===== config.mk =====
export PLATFORM = sky130hd
export DESIGN_NAME = cms_seq
export DESIGN_NICKNAME = d
export VERILOG_FILES = /design/src/rtl/cms_pkg.sv /design/src/rtl/cms_classify.sv /design/src/rtl/cms_special.sv /design/src/rtl/cms_mode_reg.sv /design/src/rtl/cms_seq.sv
export SDC_FILE = /design/constraint.sdc
export NUM_CORES = 1
export LEC_CHECK = 0
export ABC_AREA = 1
export BUFFER_PORTS_ARGS = -buffer_cell sky130_fd_sc_hd__buf_4
export CAP_MARGIN = 10
export CORE_AREA = 2 2 39 41
export DETAILED_ROUTE_END_ITERATION = 10
export DIE_AREA = 0 0 41 43
export MAX_ROUTING_LAYER = met4
export PLACE_DENSITY = 0.6
export SETUP_SLACK_MARGIN = 0.5
export SLEW_MARGIN = 30
export SYNTH_ARGS = -nofsm -noshare
export SYNTH_HDL_FRONTEND = slang
export SYNTH_SLANG_ARGS = --single-unit
export TNS_END_PERCENT = 30

===== constraint.sdc =====
create_clock -name clk -period 1.9 [get_ports clk]
set_clock_uncertainty 0.05 [all_clocks]
set_input_delay 0.19 -clock clk [delete_from_list [all_inputs] [get_ports clk]]
set_output_delay 0.19 -clock clk [all_outputs]
set_load 0.01 [all_outputs]

===== src/rtl/cms_pkg.sv =====
package cms_pkg;
  localparam int PARCEL_W = 16;
  localparam int PRIM_W   = 5;
  localparam int MAJ_W    = 4;

  localparam logic [1:0] MD_STD = 2'd0;
  localparam logic [1:0] MD_C16 = 2'd1;
  localparam logic [1:0] MD_ONE = 2'd2;

  localparam logic [1:0] FM_STD32 = 2'd0;
  localparam logic [1:0] FM_C10   = 2'd1;
  localparam logic [1:0] FM_C16   = 2'd2;
  localparam logic [1:0] FM_IMM   = 2'd3;

  localparam logic [MAJ_W-1:0] SUBENC_CODE = 4'b0011;
  localparam logic [3:0]       ATTN_MID    = 4'b1000;

  // Map an arbitrary 2-bit value to a legal mode code.
  function automatic logic [1:0] mode_sanitize(input logic [1:0] v);
    return (v == 2'd3) ? MD_STD : v;
  endfunction

  // Mode after a 10-bit compressed parcel.
  function automatic logic [1:0] next_after_c10(input logic m);
    return m ? MD_C16 : MD_STD;
  endfunction

  // Mode after a 16-bit compressed parcel.
  function automatic logic [1:0] next_after_c16(input logic n, input logic m,
                                                input logic subenc);
    logic n_eff;
    n_eff = n & ~subenc;
    case ({n_eff, m})
      2'b01:   return MD_C16;
      2'b00:   return MD_STD;
      2'b10:   return MD_ONE;
      default: return MD_C16;
    endcase
  endfunction

  // Form of a 16-bit compressed parcel.
  function automatic logic [1:0] form_of_c16(input logic n, input logic m,
                                             input logic subenc);
    return (n & m & ~subenc) ? FM_IMM : FM_C16;
  endfunction
endpackage


===== src/rtl/cms_classify.sv =====
module cms_classify
  import cms_pkg::*;
#(
  parameter int PW  = PARCEL_W,
  parameter int PRW = PRIM_W,
  parameter int MJW = MAJ_W
) (
  input  logic [PW-1:0]  parcel,
  output logic           prim_zero,
  output logic           n_bit,
  output logic           m_bit,
  output logic           subenc,
  output logic           tail_zero,
  output logic           lone_m,
  output logic           parcel_zero,
  output logic [PRW-2:0] mid
);
  localparam int TOP     = PW - 1;
  localparam int MAJ_TOP = PW - 1 - PRW;

  logic [MJW-1:0] majmin;

  assign n_bit       = parcel[TOP];
  assign m_bit       = parcel[0];
  assign prim_zero   = (parcel[TOP -: PRW] == '0);
  assign majmin      = parcel[MAJ_TOP -: MJW];
  assign subenc      = (majmin == SUBENC_CODE);
  assign tail_zero   = (parcel[MAJ_TOP:0] == '0);
  assign lone_m      = (parcel[TOP:1] == '0) & m_bit;
  assign parcel_zero = (parcel == '0);
  assign mid         = parcel[TOP-1 -: PRW-1];
endmodule


===== src/rtl/cms_special.sv =====
module cms_special
  import cms_pkg::*;
#(
  parameter int MW = PRIM_W - 1
) (
  input  logic          clk,
  input  logic          rst_n,
  input  logic          is_c10,
  input  logic          is_c16,
  input  logic          parcel_zero,
  input  logic          lone_m,
  input  logic          n_bit,
  input  logic          tail_zero,
  input  logic [MW-1:0] mid,
  output logic          illegal,
  output logic          nop,
  output logic          attn,
  output logic          rsvd
);
  logic any_c;
  logic n_lone;

  assign any_c   = is_c10 | is_c16;
  assign n_lone  = is_c16 & n_bit & tail_zero;
  assign illegal = any_c & parcel_zero;
  assign nop     = (any_c & lone_m) | (n_lone & (mid == '0));
  assign attn    = n_lone & (mid == ATTN_MID);
  assign rsvd    = n_lone & (mid != '0) & (mid != ATTN_MID);

  AST_FLAGS_EXCL: assert property (@(posedge clk) disable iff (!rst_n)
    $onehot0({illegal, nop, attn, rsvd}));
  AST_ILLEGAL_ZERO: assert property (@(posedge clk) disable iff (!rst_n)
    illegal |-> parcel_zero);
  AST_ATTN_C16: assert property (@(posedge clk) disable iff (!rst_n)
    (attn || rsvd) |-> is_c16);
endmodule


===== src/rtl/cms_mode_reg.sv =====
module cms_mode_reg
  import cms_pkg::*;
(
  input  logic       clk,
  input  logic       rst_n,
  input  logic       ld,
  input  logic [1:0] ld_val,
  input  logic       adv,
  input  logic [1:0] adv_mode,
  output logic [1:0] mode
);
  logic [1:0] mode_d;

  always_comb begin
    if (ld)       mode_d = mode_sanitize(ld_val);
    else if (adv) mode_d = adv_mode;
    else          mode_d = mode;
  end

  always_ff @(posedge clk) begin
    if (!rst_n) mode <= MD_STD;
    else        mode <= mode_d;
  end

  AST_MODE_LEGAL: assert property (@(posedge clk) disable iff (!rst_n)
    mode != 2'd3);
  AST_BAD_LOAD_STD: assert property (@(posedge clk) disable iff (!rst_n)
    (ld && ld_val == 2'd3) |=> mode == MD_STD);
  AST_HOLD_IDLE: assert property (@(posedge clk) disable iff (!rst_n)
    (!ld && !adv) |=> $stable(mode));
endmodule


===== src/rtl/cms_seq.sv =====
module cms_seq
  import cms_pkg::*;
#(
  parameter int PW  = PARCEL_W,
  parameter int PRW = PRIM_W
) (
  input  logic          clk,
  input  logic          rst_n,
  input  logic [PW-1:0] parcel_i,
  input  logic          parcel_vld_i,
  input  logic          std_word_i,
  input  logic          mode_ld_i,
  input  logic [1:0]    mode_ld_val_i,
  output logic [1:0]    cur_mode_o,
  output logic          accept_o,
  output logic [1:0]    form_o,
  output logic [1:0]    next_mode_o,
  output logic          illegal_o,
  output logic          nop_o,
  output logic          attn_o,
  output logic          rsvd_o
);
  localparam int MW = PRW - 1;

  logic          prim_zero, n_bit, m_bit, subenc, tail_zero, lone_m, parcel_zero;
  logic [MW-1:0] mid;
  logic [1:0]    cur;
  logic          in_std, in_c16, in_one;
  logic          is_c10, is_c16, std_acc, accept;
  logic [1:0]    nm_parcel;

  cms_classify #(.PW(PW), .PRW(PRW), .MJW(MAJ_W)) u_cls (
    .parcel(parcel_i), .prim_zero(prim_zero), .n_bit(n_bit), .m_bit(m_bit),
    .subenc(subenc), .tail_zero(tail_zero), .lone_m(lone_m),
    .parcel_zero(parcel_zero), .mid(mid)
  );

  assign in_std  = (cur == MD_STD);
  assign in_c16  = (cur == MD_C16);
  assign in_one  = (cur == MD_ONE);
  assign is_c10  = parcel_vld_i & in_std & prim_zero;
  assign is_c16  = parcel_vld_i & in_c16;
  assign std_acc = parcel_vld_i & std_word_i & ((in_std & ~prim_zero) | in_one);
  assign accept  = is_c10 | is_c16 | std_acc;

  always_comb begin
    if (is_c10) begin
      form_o    = FM_C10;
      nm_parcel = next_after_c10(m_bit);
    end else if (is_c16) begin
      form_o    = form_of_c16(n_bit, m_bit, subenc);
      nm_parcel = next_after_c16(n_bit, m_bit, subenc);
    end else if (std_acc) begin
      form_o    = FM_STD32;
      nm_parcel = in_one ? MD_C16 : MD_STD;
    end else begin
      form_o    = FM_STD32;
      nm_parcel = cur;
    end
  end

  cms_special #(.MW(MW)) u_spc (
    .clk(clk), .rst_n(rst_n), .is_c10(is_c10), .is_c16(is_c16),
    .parcel_zero(parcel_zero), .lone_m(lone_m), .n_bit(n_bit),
    .tail_zero(tail_zero), .mid(mid),
    .illegal(illegal_o), .nop(nop_o), .attn(attn_o), .rsvd(rsvd_o)
  );

  cms_mode_reg u_mreg (
    .clk(clk), .rst_n(rst_n), .ld(mode_ld_i), .ld_val(mode_ld_val_i),
    .adv(accept), .adv_mode(nm_parcel), .mode(cur)
  );

  assign cur_mode_o  = cur;
  assign accept_o    = accept;
  assign next_mode_o = nm_parcel;

  AST_C10_ENTRY: assert property (@(posedge clk) disable iff (!rst_n)
    (cur_mode_o == MD_STD && parcel_vld_i && parcel_i[PW-1 -: PRW] == '0)
      |-> (accept_o && form_o == FM_C10));
  AST_ONE_RETURN: assert property (@(posedge clk) disable iff (!rst_n)
    (cur_mode_o == MD_ONE && accept_o && !mode_ld_i) |=> cur_mode_o == MD_C16);
  AST_SUBENC_NO_IMM: assert property (@(posedge clk) disable iff (!rst_n)
    (is_c16 && subenc) |-> form_o != FM_IMM);
  AST_IDLE_QUIET: assert property (@(posedge clk) disable iff (!rst_n)
    !parcel_vld_i |-> !(accept_o || illegal_o || nop_o || attn_o || rsvd_o));
endmodule


Word-level counts from Yosys, hierarchy flattened
Cells that the tools add are included.

Bits of input ports: 23. Register bits: 2. Output and inout bits: 11.

Bitwise gates (word level): 24. Muxes and demuxes: 12. Equal/unequal tests: 7. Reductions and logical operators: 9.

Operators by type and width (number): 1-bit bitwise AND (18); 16-bit logical NOT (1); 2-bit two-way mux (8); 15-bit logical NOT (1); 11-bit logical NOT (1); 2-bit equality test (second input constant) (3); 5-bit logical NOT (1); 4-bit by 2-bit equality test with 1-bit output (second input constant) (1); 4-bit equality test (second input constant) (1); 2-bit logical NOT (2); 4-bit logical NOT (1); 4-bit inequality test (second input constant) (1); 1-bit OR (4); 2-bit case mux with 2 select lines (1); 4-bit nonzero test (1); 1-bit two-way mux (3); 2-bit by 1-bit equality test with 1-bit output (second input constant) (1); 1-bit inverter (2); 2-bit nonzero test (1).

Longest topological paths before layout
Depth in word-level cells: 10. Gate-level depth with buffers: 9.

Hierarchy
Synthesis repeated with hierarchy kept, for this count alone.

Cells, all modules: 99. Area, all modules: 493.0 um2.

By module, submodules not included: cms_classify (times used 1, cells each 36, area an instance 175.2 um2, sequential area each 0.0 um2); cms_seq (times used 1, cells each 30, area an instance 133.9 um2, sequential area each 0.0 um2); cms_mode_reg (times used 1, cells each 22, area an instance 120.1 um2, sequential area each 40.0 um2); cms_special (times used 1, cells each 11, area an instance 63.8 um2, sequential area each 0.0 um2).

Worst setup path before layout
Ideal clock, no wire load.

Path kind: register to output. Start point: register u_mreg.mode[0]. End point: output nop_o. Data arrival time: 1.066 ns. Cell stages (with the launch flop): 6. Slack: 0.594 ns. Buffers on the path: 0. Cells stage by stage: dfxtp_1 nand3_4 nor2_4 nand3_2 or2_1 nand2_1.

Cells in the longest elaborated chain, start to end: 6. Elaborated cells between the ends (all ways): 11. Those cells by class: eq/ne (1); bitwise (9); reduce/logical (1).

RTL lines: from (decl) (line cms_mode_reg.sv:10) `output logic [1:0] mode`; from (signal assigned) (line cms_mode_reg.sv:22) `else mode <= mode_d;`; 2-bit by 1-bit equality test with 1-bit output / 2-bit logical NOT (equally long branches) (line cms_seq.sv:39, cms_seq.sv:38); 1-bit bitwise AND (on tied branches) (line cms_seq.sv:42, cms_seq.sv:41); 1-bit bitwise AND (on tied branches) (line cms_special.sv:24, cms_seq.sv:41); 1-bit bitwise AND / 1-bit OR (equally long branches) (line cms_special.sv:24, cms_special.sv:23); 1-bit bitwise AND (line cms_special.sv:26) `assign nop = (any_c & lone_m) | (n_lone & (mid == '0));`; 1-bit OR * (line cms_special.sv:26); to (decl) (line cms_seq.sv:19) `output logic nop_o,`.

Mark *: on every way between the ends. The rest lies on a longest branch, timed or not.

Worst setup path after layout
Start point: register u_mreg.mode[1]. End point: output nop_o.

Same word-level chain as after synthesis.

==> results.ini <==
[layout]
layout_commonest_cell = buf_4
fin_nets = 133
fillers = 144
top_regs = u_mreg.mode (2)
largest_reg_flops = 2
layout_common_cells = 35 x buf_4, 13 x nand2_1, 12 x inv_1
regMostFlops = u_mreg.mode
synthToLayoutAreaGrowth_pct = 87.96
regArea_um2 = 45.04
fin_cells = 124
multi_input_area_um2 = 289.0
drive_above_1_share = 0.4815
antenna_cells = 0

[floorplan]
row_count = 14
fp.dieW_um = 41
core_area_mm2 = 0.001384
io_pins = 34
initial_core_util = 0.2703
fp.dieH_um = 43
die_area_mm2 = 0.001763

[detailed_routing]
drt-total-wl_um = 1138
wl_met3_um = 87
wl_met2_um = 581
dr.pass1.iters = 4
viasPerCell = 4.452
vias = 552
highest_layer = met3
drcViolationCount = 0
wl_per_cell_um = 9.177
ant_nets = 0
route.layer.met1.wl_um = 469
drt_iter0_drc = 8

[place]
dp.cells = 118
portBuffers = 33
post-dp-hpwl_um = 981.3
gp_congestion = 0.7652

[grt]
grt_max_degree = 7
grt_pass1_vias = 531
grt_overflow = 0
grt_pass1_wl_um = 1904
groute.usage.overall = 0.1509
antenna_found_initial = 0

[worst_setup_path]
worstSetupEndpointType = output pin
cpPeakStageDelay_ns = 0.34
crit_path_cell_trace = inv_2, nand3_4, nor2_4, nand3_2, or2_1, nand2_1, buf_4
timing.rr.end = u_mreg.mode[0]$_SDFFE_PN0P_
crit_fanout = 3
cp-start-kind = flop
crit_path_top_delay_cell = dfxtp_4
r2r_cells = 10
path_class = flop to output pin
cp.required_ns = 1.66
r2r-start = u_mreg.mode[1]$_SDFFE_PN0P_
cp_top_family = simple AND/OR/NAND/NOR gates
arrival_ns = 1.27
r2r_slack_ns = 0.76
path_buf_inv = 2

[synthesis]
yosysUniqueCellTypes = 19
yosysTopAreaCell = nand3_1
syn_inst = 69
seq_area_frac_synth = 0.1070
synth_top_area_frac = 0.1472
synth_area_leaders = nand3_1 15%, inv_1 13%, nand2_1 13%, nor2_1 11%, dfxtp_1 11%
ys_warn_count = 0
netlist_area_um2 = 374.1
ys_ff_latch = 2
synthFlopType = dfxtp_1
synth-edff-count = 0
syn-num-nets = 92
async_flop_share = 0
syn_area_per_cell_um2 = 5.422

[worst_hold_path]
holdCritPathClass = primary input to flop
hold_depth = 3
hold_end = u_mreg.mode[0]$_SDFFE_PN0P_
min-delay-start = rst_n

[pwr]
power_density_mw_per_mm2 = 328.8
ir_drop_uv = 402.8
p_leak_nw = 0.3802

[flow_run]
maxCapViolCount = 0

[clock_tree]
path_clk_slew_ns = 0.03
worst_skew_pair.late_latency_ns = 0.22
hold_buffers = 0
ctsRootBufferMaster = clkbuf_4
ctsHtreeMaxLevel = 1
clock_path_buffers = 2
clock-sinks = 2
numCtsBuffers = 3
cts_tree = yes

[sta]
finalSetupTns_ns = 0
clock.fmax_mhz = 660.7
period_minus_slack_ns = 1.514
slew_violations = 0
min_period_over_period = 0.7967
rsz0062_at_grt = true
slew_headroom = 0.8262
final_hold_viol_count = 0
setup_viol = 0
worst_slew_pin_slew_ns = 0.2584

[outcome]
outcome = finished clean

## layout make-up
type,instances,share of cell area
multi-input cells,53,0.4110
repair buffers,36,0.3897
inverters,14,0.07473
flip-flops and latches,2,0.06406
clock buffers,3,0.03203
well taps,16,0.02847
## layer usage
metal  global-route usage  vias up
met3              0.01571        0
li1                     -      300
met2               0.2531       23
met4              0.04000        0
met5                    -        -
met1               0.1821      229
## metrics by stage
step                setup slack [ns]  hold WS [ns]  instance area [um^2]  total power, W    util
global route                  0.3012        0.1909                 703.2       0.0002495  0.5081
CTS                           0.3565        0.1675                 691.9       0.0002343  0.5000
finish                        0.3864        0.1690                 703.2       0.0002312  0.5081
floorplan                     0.5938        0.2801                 374.1      0.00008316       -
global placement              0.4890        0.3907                 641.9       0.0001403  0.4638
detailed placement            0.4882        0.3898                 641.9       0.0001411  0.4638
## logic make-up (layout without fill, tap and decap cells)
logic type / count (synthesis) / count (layout) / share of synthesized area
flops: 2 / 2 / 0.1070
simple gates: 49 / 49 / 0.6823
buf+inv: 14 / 53 / 0.1405
compound gates: 4 / 4 / 0.07025
## worst register-to-register path: stages, from the launching register on
cell,delay (ns)
dfxtp_4,0.34
inv_2,0.06
nand3_4,0.07
buf_4,0.15
inv_2,0.05
nand2_1,0.04
nand2_1,0.05
inv_1,0.04
nand2_2,0.07
nand2_2,0.05
a21oi_2,0.10
## how the worst max path moves through the flow
| stage | cells past startpoint | slack [ns] | to | from |
|---|---|---|---|---|
| finish | 7 | 0.39 | nop_o | u_mreg.mode[1]$_SDFFE_PN0P_ |
| global route | 7 | 0.30 | nop_o | u_mreg.mode[1]$_SDFFE_PN0P_ |
| CTS | 7 | 0.36 | nop_o | u_mreg.mode[1]$_SDFFE_PN0P_ |
| detailed placement | 7 | 0.49 | nop_o | u_mreg.mode[1]$_SDFFE_PN0P_ |
| global placement | 7 | 0.49 | nop_o | u_mreg.mode[1]$_SDFFE_PN0P_ |
| floorplan | 5 | 0.59 | nop_o | u_mreg.mode[0]$_SDFFE_PN0P_ |
## cells in the mapped netlist (2+ instances only)
master	instances
nand3_1	11
nor2_1	11
inv_1	13
nor3_1	3
nand2_2	2
nand2_1	13
a21oi_1	2
dfxtp_1	2
nand4_1	2
## power by group
part           internal [W]  switching (W)
clock network     0.0000693      0.0000195
logic             0.0000523      0.0000438
registers         0.0000437     0.00000258
## timing repair
| action | in CTS | in global routing |
|---|---|---|
| gates resized for setup | 4 | 3 |
| endpoints found under the setup margin | 8 | 7 |
| endpoints found under the hold margin | 0 | 0 |
| pin swaps | 2 | 1 |
| buffers inserted | 3 | 0 |
Note: power is estimated with default switching activity, not from simulation.
